File: config.mk
export PLATFORM = sky130hd
export DESIGN_NAME = tbp_dual_timebase
export DESIGN_NICKNAME = d
export VERILOG_FILES = /design/src/rtl/tbp_pkg.sv /design/src/rtl/tbp_counter.sv /design/src/rtl/tbp_write_decode.sv /design/src/rtl/tbp_read_mux.sv /design/src/rtl/tbp_dual_timebase.sv
export SDC_FILE = /design/constraint.sdc
export NUM_CORES = 1
export LEC_CHECK = 0
export CAP_MARGIN = 15
export CORE_ASPECT_RATIO = 0.6
export CORE_MARGIN = 2
export CORE_UTILIZATION = 50
export CTS_CLUSTER_DIAMETER = 30
export DETAILED_ROUTE_END_ITERATION = 8
export PLACE_DENSITY = 0.83
export SLEW_MARGIN = 20
export SYNTH_ARGS = -nofsm -noshare
export SYNTH_HDL_FRONTEND = slang
export SYNTH_SLANG_ARGS = --single-unit
export TNS_END_PERCENT = 5
File: constraint.sdc
create_clock -name clk -period 4.82 [get_ports clk]
set_clock_uncertainty 0.15 [all_clocks]
set_input_delay 0.482 -clock clk [delete_from_list [all_inputs] [get_ports clk]]
set_output_delay 0.482 -clock clk [all_outputs]
set_load 0.03 [all_outputs]
File: src/rtl/tbp_pkg.sv
package tbp_pkg;
   typedef enum logic {
      HALF_LO = 1'b0,
      HALF_HI = 1'b1
   } half_sel_e;

   typedef enum logic {
      BASE_MAIN = 1'b0,
      BASE_ALT  = 1'b1
   } base_sel_e;

   localparam int unsigned NUM_BASES = 2;
endpackage

File: src/rtl/tbp_counter.sv
module tbp_counter #(
   parameter int unsigned HALF_W      = 32,
   parameter bit          SPLIT_CARRY = 1'b1,
   localparam int unsigned CNT_W      = 2 * HALF_W
) (
   input  logic              clk,
   input  logic              rst_n,
   input  logic              adv,
   input  logic              wr_lo,
   input  logic              wr_hi,
   input  logic [HALF_W-1:0] wdata,
   output logic [CNT_W-1:0]  count
);
   logic [HALF_W-1:0] lo_q, hi_q;
   logic [HALF_W-1:0] lo_inc, hi_inc;

   generate
      if (SPLIT_CARRY) begin : g_split
         // two half-width adders; carry is the all-ones detect of the low half
         logic carry;
         assign carry  = &lo_q;
         assign lo_inc = lo_q + {{(HALF_W-1){1'b0}}, 1'b1};
         assign hi_inc = hi_q + {{(HALF_W-1){1'b0}}, carry};
      end else begin : g_full
         logic [CNT_W-1:0] sum;
         assign sum    = {hi_q, lo_q} + {{(CNT_W-1){1'b0}}, 1'b1};
         assign lo_inc = sum[HALF_W-1:0];
         assign hi_inc = sum[CNT_W-1:HALF_W];
      end
   endgenerate

   // a write wins over a tick; only the written half changes
   always_ff @(posedge clk) begin
      if (!rst_n) begin
         lo_q <= '0;
         hi_q <= '0;
      end else if (wr_lo) begin
         lo_q <= wdata;
      end else if (wr_hi) begin
         hi_q <= wdata;
      end else if (adv) begin
         lo_q <= lo_inc;
         hi_q <= hi_inc;
      end
   end

   assign count = {hi_q, lo_q};
endmodule

File: src/rtl/tbp_write_decode.sv
module tbp_write_decode #(
   parameter int unsigned NB = 2,
   localparam int unsigned BW = (NB > 1) ? $clog2(NB) : 1
) (
   input  logic          wr_en,
   input  logic [BW:0]   sel,
   output logic [NB-1:0] wr_lo,
   output logic [NB-1:0] wr_hi
);
   import tbp_pkg::*;

   generate
      for (genvar b = 0; b < NB; b++) begin : g_dec
         logic hit;
         assign hit      = wr_en && (sel[BW:1] == BW'(b));
         assign wr_lo[b] = hit && (sel[0] == HALF_LO);
         assign wr_hi[b] = hit && (sel[0] == HALF_HI);
      end
   endgenerate
endmodule

File: src/rtl/tbp_read_mux.sv
module tbp_read_mux #(
   parameter int unsigned HALF_W = 32,
   parameter int unsigned NB     = 2,
   localparam int unsigned BW    = (NB > 1) ? $clog2(NB) : 1,
   localparam int unsigned CNT_W = 2 * HALF_W
) (
   input  logic [NB-1:0][CNT_W-1:0] counts,
   input  logic [BW:0]              sel,
   output logic [HALF_W-1:0]        rdata
);
   import tbp_pkg::*;

   logic [CNT_W-1:0] picked;

   always_comb begin
      picked = '0;
      for (int b = 0; b < NB; b++) begin
         if (sel[BW:1] == BW'(b)) picked = counts[b];
      end
   end

   assign rdata = (sel[0] == HALF_HI) ? picked[CNT_W-1:HALF_W] : picked[HALF_W-1:0];
endmodule

File: src/rtl/tbp_dual_timebase.sv
module tbp_dual_timebase #(
   parameter int unsigned HALF_W      = 32,
   parameter bit          SPLIT_CARRY = 1'b1,
   localparam int unsigned CNT_W      = 2 * HALF_W,
   localparam int unsigned NB         = tbp_pkg::NUM_BASES
) (
   input  logic              clk,
   input  logic              rst_n,
   input  logic              tick,
   input  logic              run,
   input  logic [1:0]        sel,
   input  logic              wr_en,
   input  logic [HALF_W-1:0] wdata,
   output logic [HALF_W-1:0] rdata
);
   generate
      if (HALF_W < 8) begin : g_bad_width
         $error("tbp_dual_timebase: HALF_W must be at least 8");
      end
      if (NB != 2) begin : g_bad_count
         $error("tbp_dual_timebase: select encoding needs exactly two bases");
      end
   endgenerate

   logic                     advance;
   logic [NB-1:0]            wr_lo, wr_hi;
   logic [NB-1:0][CNT_W-1:0] counts;
   logic [CNT_W-1:0]         main_cnt, alt_cnt;

   // one shared freeze control: a gated tick reaches both bases together
   assign advance = tick && run;

   tbp_write_decode #(.NB(NB)) u_dec (
      .wr_en (wr_en),
      .sel   (sel),
      .wr_lo (wr_lo),
      .wr_hi (wr_hi)
   );

   generate
      for (genvar b = 0; b < NB; b++) begin : g_base
         tbp_counter #(.HALF_W(HALF_W), .SPLIT_CARRY(SPLIT_CARRY)) u_cnt (
            .clk   (clk),
            .rst_n (rst_n),
            .adv   (advance),
            .wr_lo (wr_lo[b]),
            .wr_hi (wr_hi[b]),
            .wdata (wdata),
            .count (counts[b])
         );
      end
   endgenerate

   assign main_cnt = counts[0];
   assign alt_cnt  = counts[1];

   tbp_read_mux #(.HALF_W(HALF_W), .NB(NB)) u_rd (
      .counts (counts),
      .sel    (sel),
      .rdata  (rdata)
   );
endmodule

Word-level counts from Yosys, hierarchy flattened
Cells that the tools add are included.
- add/subtract/negate cells: 4
- eq/ne operators: 2
- muxes and demuxes: 12
- bitwise logic cells: 4
- reductions and logical operators: 17
- operator list (operator ; number):
    32-bit 2-to-1 mux ; 11
    32-bit by 1-bit adder with 32-bit output ; 2
    32-bit by 1-bit adder with 32-bit output, second input constant ; 2
    64-bit 2-to-1 mux ; 1
    32-bit AND reduction ; 2
    2-bit AND reduction ; 4
    2-bit nonzero test ; 4
    1-bit logical AND ; 7
    2-bit by 1-bit inequality test with 1-bit output, second input constant ; 2
    1-bit NOT ; 4
- flip-flop bits (word level): 128
- bits of input ports: 39
- output and inout port bits: 32
- logic and storage cells: 43

Longest topological paths before layout
- depth in word-level cells: 5
- mapped depth: 13
- depth with buffers taken out: 12

Hierarchy
Synthesis repeated with hierarchy kept, for this count alone.
- cells, all modules: 1063
- area, all modules: 8778.4 µm²
- by module, submodules not included (module ; times used ; cells each ; area an instance (µm²) ; sequential area each (µm²)):
    tbp_counter at g_base[0].u_cnt ; 1 ; 524 ; 4076.4 ; 1281.2
    tbp_counter at g_base[1].u_cnt ; 1 ; 495 ; 3843.7 ; 1281.2
    tbp_read_mux ; 1 ; 39 ; 814.5 ; 0.0
    tbp_write_decode ; 1 ; 4 ; 37.5 ; 0.0
    tbp_dual_timebase ; 1 ; 1 ; 6.3 ; 0.0

Worst setup path before layout
OpenSTA, ideal clock, no wires.
- kind: register to register
- start: register g_base[1].u_cnt.lo_q[7]
- end: register g_base[1].u_cnt.hi_q[31]
- library setup time: 133 ps
- data arrival time: 3068 ps
- required time: 4537 ps
- path slack: 1470 ps
- stages on the path, launching flop included: 11
- path buffers: 0
- clock period less this slack: 3350 ps
- cells stage by stage: dfxtp_1 nand4_1 nor4b_1 and3_1 and3_1 ha_1 and2_0 or3b_2 nor4b_1 xnor2_1 a21oi_1
- longest elaborated chain between the ends: 4
- RTL lines (element ; line ; text):
    start, declared ; tbp_counter.sv:14 ; logic [HALF_W-1:0] lo_q, hi_q;
    start signal, assigned ; tbp_counter.sv:38 ; lo_q <= wdata;
    start signal, assigned ; tbp_counter.sv:42 ; lo_q <= lo_inc;
    32-bit AND reduction ; tbp_counter.sv:21 ; assign carry = &lo_q;
    32-bit by 1-bit adder with 32-bit output ; tbp_counter.sv:23 ; assign hi_inc = hi_q + {{(HALF_W-1){1'b0}}, carry};
    32-bit 2-to-1 mux ; tbp_counter.sv:41 ; end else if (adv) begin
    32-bit 2-to-1 mux ; tbp_counter.sv:39 ; end else if (wr_hi) begin
    end signal, assigned ; tbp_counter.sv:40 ; hi_q <= wdata;
    end signal, assigned ; tbp_counter.sv:43 ; hi_q <= hi_inc;
    end, declared ; tbp_counter.sv:14 ;
No other way between the ends. The select of a mux whose other input is x is not followed.
A chain may end at the register's enable or synchronous reset.

Final worst setup path
- start: register g_base[0].u_cnt.lo_q[21]
- end: register g_base[0].u_cnt.hi_q[13]
- longest elaborated chain between the ends: 4
- RTL lines (element ; line):
    start, declared ; tbp_counter.sv:14
    start signal, assigned ; tbp_counter.sv:38
    start signal, assigned ; tbp_counter.sv:42
    32-bit AND reduction ; tbp_counter.sv:21
    32-bit by 1-bit adder with 32-bit output ; tbp_counter.sv:23
    32-bit 2-to-1 mux ; tbp_counter.sv:41
    32-bit 2-to-1 mux ; tbp_counter.sv:39
    end signal, assigned ; tbp_counter.sv:40
    end signal, assigned ; tbp_counter.sv:43
    end, declared ; tbp_counter.sv:14
No other way between the ends. The select of a mux whose other input is x is not followed.

==> summary.md <==
| Metric | Value |
|---|---|
| Avg WL per Cell | 24.5 um |
| DIE HEIGHT | 103 um |
| Post-synth top flop | dfxtp_1 |
| Grt total ovfl | 0 |
| Startpoint class of the critical path | flop |
| Gr busiest metal | met1 |
| Via density | 7.09 |
| I/O pin count | 71 |
| Top cell type's share of synthesized area | 0.316 |
| Die area | 0.0173 sq mm |
| Fin Setup TNS | 0 ns |
| Met1 usage in global routing | 0.503 |
| M2 GR Usage | 0.467 |
| Antenna violations before repair | 0 |
| Vias in the first global route | 7677 |
| Die Width | 168 um |
| Hold Path Depth | 2 |
| Footprint of the multi-input gates | 0.00521 sq mm |
| Max-cap viol count | 0 |
| Clk sinks | 128 |
| Crit Path Class | flop to flop |
| Peak VDD IR | 0.254 mV |
| Leading area contributor after synthesis | dfxtp_1 |
| Post-CTS Resized | 0 |
| Pin count of the biggest net entering global routing | 77 |
| Synth area leaders | dfxtp_1, mux4_2, xnor2_1 |
| DRT Wirelength | 30200 um |
| CP Capture Type | flop |
| RSZ-0062 raised after global routing | no |
| Worst Tran Pin Value | 0.984 ns |
| Buf+Inv Stages, Crit Path | 0 |
| First-pass GRT wire length | 45600 um |
| TritonCTS buffer count | 17 |
| Register area share after synthesis | 0.316 |
| Most common library cell in the layout ignoring fill and taps | dfxtp_1 |
| Setup Buffers After CTS | 0 |
| Cell breakdown of the critical path | nand4_1, or4_1, nor3_1, ha_1, nand3_1, nor4_1, nand2_1, mux2_2, a21oi_1 |
| Mapped cell area | 0.00811 sq mm |
| All-Layer GR Usage | 0.352 |
| #FFs+latches synth | 128 |
| Hold Vio Cnt, Final | 0 |
| Nets | 1063 |
| Number of synthesized flops with an enable pin | 0 |
| Total design power | 2.90 mW |
| Row Count | 35 |
| Final count of pins violating max slew | 0 |
| Syn avg cell area | 8.23 sq um |
| Dpl ws | 1.20 ns |
| Initial core utilization | 0.520 |
| Grt met3 use | 0.176 |
| Worst-Skew Late Latency | 0.43 ns |
| Cell variety after synth | 64 |
| Syn Nets | 1030 |
| Max frequency | 264 MHz |
| Area growth from synthesis to layout | 16.7% |
| Worst Path Arrival | 3.97 ns |
| Type of the tightest min-delay check | flop to flop |
| Worst path required time | 5.01 ns |
| R2r worst-path depth | 9 |
| Post-Syn Instances | 985 |
| Fraction of layout cells with a size suffix above 1 | 0.101 |
| WP depth | 9 |
| Status | finished, final reports clean |
| Fillers | 1337 |
| Post-synth ARST share | 0 |
| Post-DRT Antenna Nets | 0 |
| P per Cell Area | 306 mW/mm^2 |
| CP Max Fanout | 7 |
| Final WS setup | 1.04 ns |
| DP HPWL | 21800 um |
| DR DRC count | 0 |
| FF+latch area | 0.00256 sq mm |
| Slew HR | 0.338 |
| N_diodes | 0 |
| H-tree depth | 4 |
| Leakage | 2.86 nW |
| I/O Buffers | 70 |
| Reg clk slew, reported paths | 0.06 ns |
| Root Buffer | clkbuf_16 |
| CTS max path bufs | 2 |
| Slowest stage delay, CP | 0.81 ns |
| Hold-fix buffers, CTS | 0 |
| DRT iter0 DRCs | 1786 |
| Router iterations before antenna repair | 6 |
| Period utilization | 0.784 |
| Critical-path top delay cell | nor4_1 |
| Most frequent cells in the layout | dfxtp_1, nand2_1, nor2_1, a21oi_1, clkdlybuf4s50_1 |
| Routed vias | 8745 |
| Ys Warns | 0 |
| Placeable Area | 0.0156 sq mm |
| TritonCTS clock tree | done |
| Placer congestion estimate | 1.01 |
| Family with the most delay on the worst path | simple AND/OR/NAND/NOR gates |
| Period minus WS final | 3.78 ns |
| Final setup fails | 0 |
-- through the flow --
stage	std cells	hold WS, ns	instance area (sq um)	util
floorplan	985	0.298	8110	-
global placement	1202	0.344	8870	0.569
detailed placement	1202	0.362	8870	0.569
CTS	1234	0.371	9450	0.606
global route	1234	0.416	9460	0.607
finish	1234	0.381	9460	0.607
-- path summary, 6_finish.rpt --
check	startpoint	end	slack (ns)
min reg2reg	g_base[0].u_cnt.lo_q[1]$_SDFFE_PN0P_	g_base[0].u_cnt.lo_q[1]$_SDFFE_PN0P_	0.38
max	g_base[0].u_cnt.lo_q[21]$_SDFFE_PN0P_	g_base[0].u_cnt.hi_q[13]$_SDFFE_PN0P_	1.04
max reg2reg	g_base[0].u_cnt.lo_q[21]$_SDFFE_PN0P_	g_base[0].u_cnt.hi_q[13]$_SDFFE_PN0P_	1.04
min	g_base[0].u_cnt.lo_q[1]$_SDFFE_PN0P_	g_base[0].u_cnt.lo_q[1]$_SDFFE_PN0P_	0.38
-- registers in the layout, indices dropped and copies added (netlist names) --
signal / flops
g_base.u_cnt.lo_q: 64
g_base.u_cnt.hi_q: 64
-- routing by layer --
metal / wire, um / share of wire / vias to the layer above
met3: 6120 / 0.20 / 94
met2: 11300 / 0.37 / 786
met5: 0 / 0 / -
li1: - / - / 3814
met1: 12000 / 0.40 / 4051
met4: 808 / 0.027 / 0
-- worst register-to-register path, delay by kind of cell (launching register included) --
kind                     cells  cell delay, ns
adder cells (fa/ha/maj)      1            0.25
AO/OA/AOI/OAI                1            0.13
AND/OR/NAND/NOR              6            2.44
multiplexers                 1            0.30
flip-flops                   1            0.45
-- area by class of cell --
cell class                      count  area share
Clock buffer                       18      0.0454
Clock inverter                     14      0.0167
Inverter                           17     0.00674
Multi-Input combinational cell    771       0.551
Sequential cell                   128       0.271
Tap cell                          203      0.0268
Timing Repair Buffer               83      0.0828
-- power by group --
part	internal, mW	switching (mW)
registers	1.11	0.0892
clock network	0.770	0.553
logic	0.153	0.224
total	2.03	0.866
-- cell usage after synthesis, types with 7 or more instances --
cell / number
a211oi_1: 21
a21oi_1: 74
a22oi_1: 12
a311oi_1: 10
a31oi_1: 9
and2_1: 10
and3_1: 19
and4_1: 11
clkbuf_1: 58
dfxtp_1: 128
inv_1: 16
mux4_2: 32
nand2_1: 80
nand3_1: 65
nand4_1: 42
nor2_1: 74
nor3_1: 36
nor4_1: 29
o21ai_0: 65
o221ai_1: 10
o22ai_1: 7
or4_1: 7
xnor2_1: 50
xor2_1: 23
-- logic make-up after synthesis --
group | count (synthesis) | share of synthesized area
and+or+nand+nor | 410 | 0.267
DFF | 128 | 0.316
muxes | 40 | 0.0997
buffers and inverters | 86 | 0.0429
AOI/OAI and AO/OA | 242 | 0.186
adders and majority gates | 6 | 0.00926
xor gates and xnor gates | 73 | 0.0789
(Power assumes the default switching activity.)
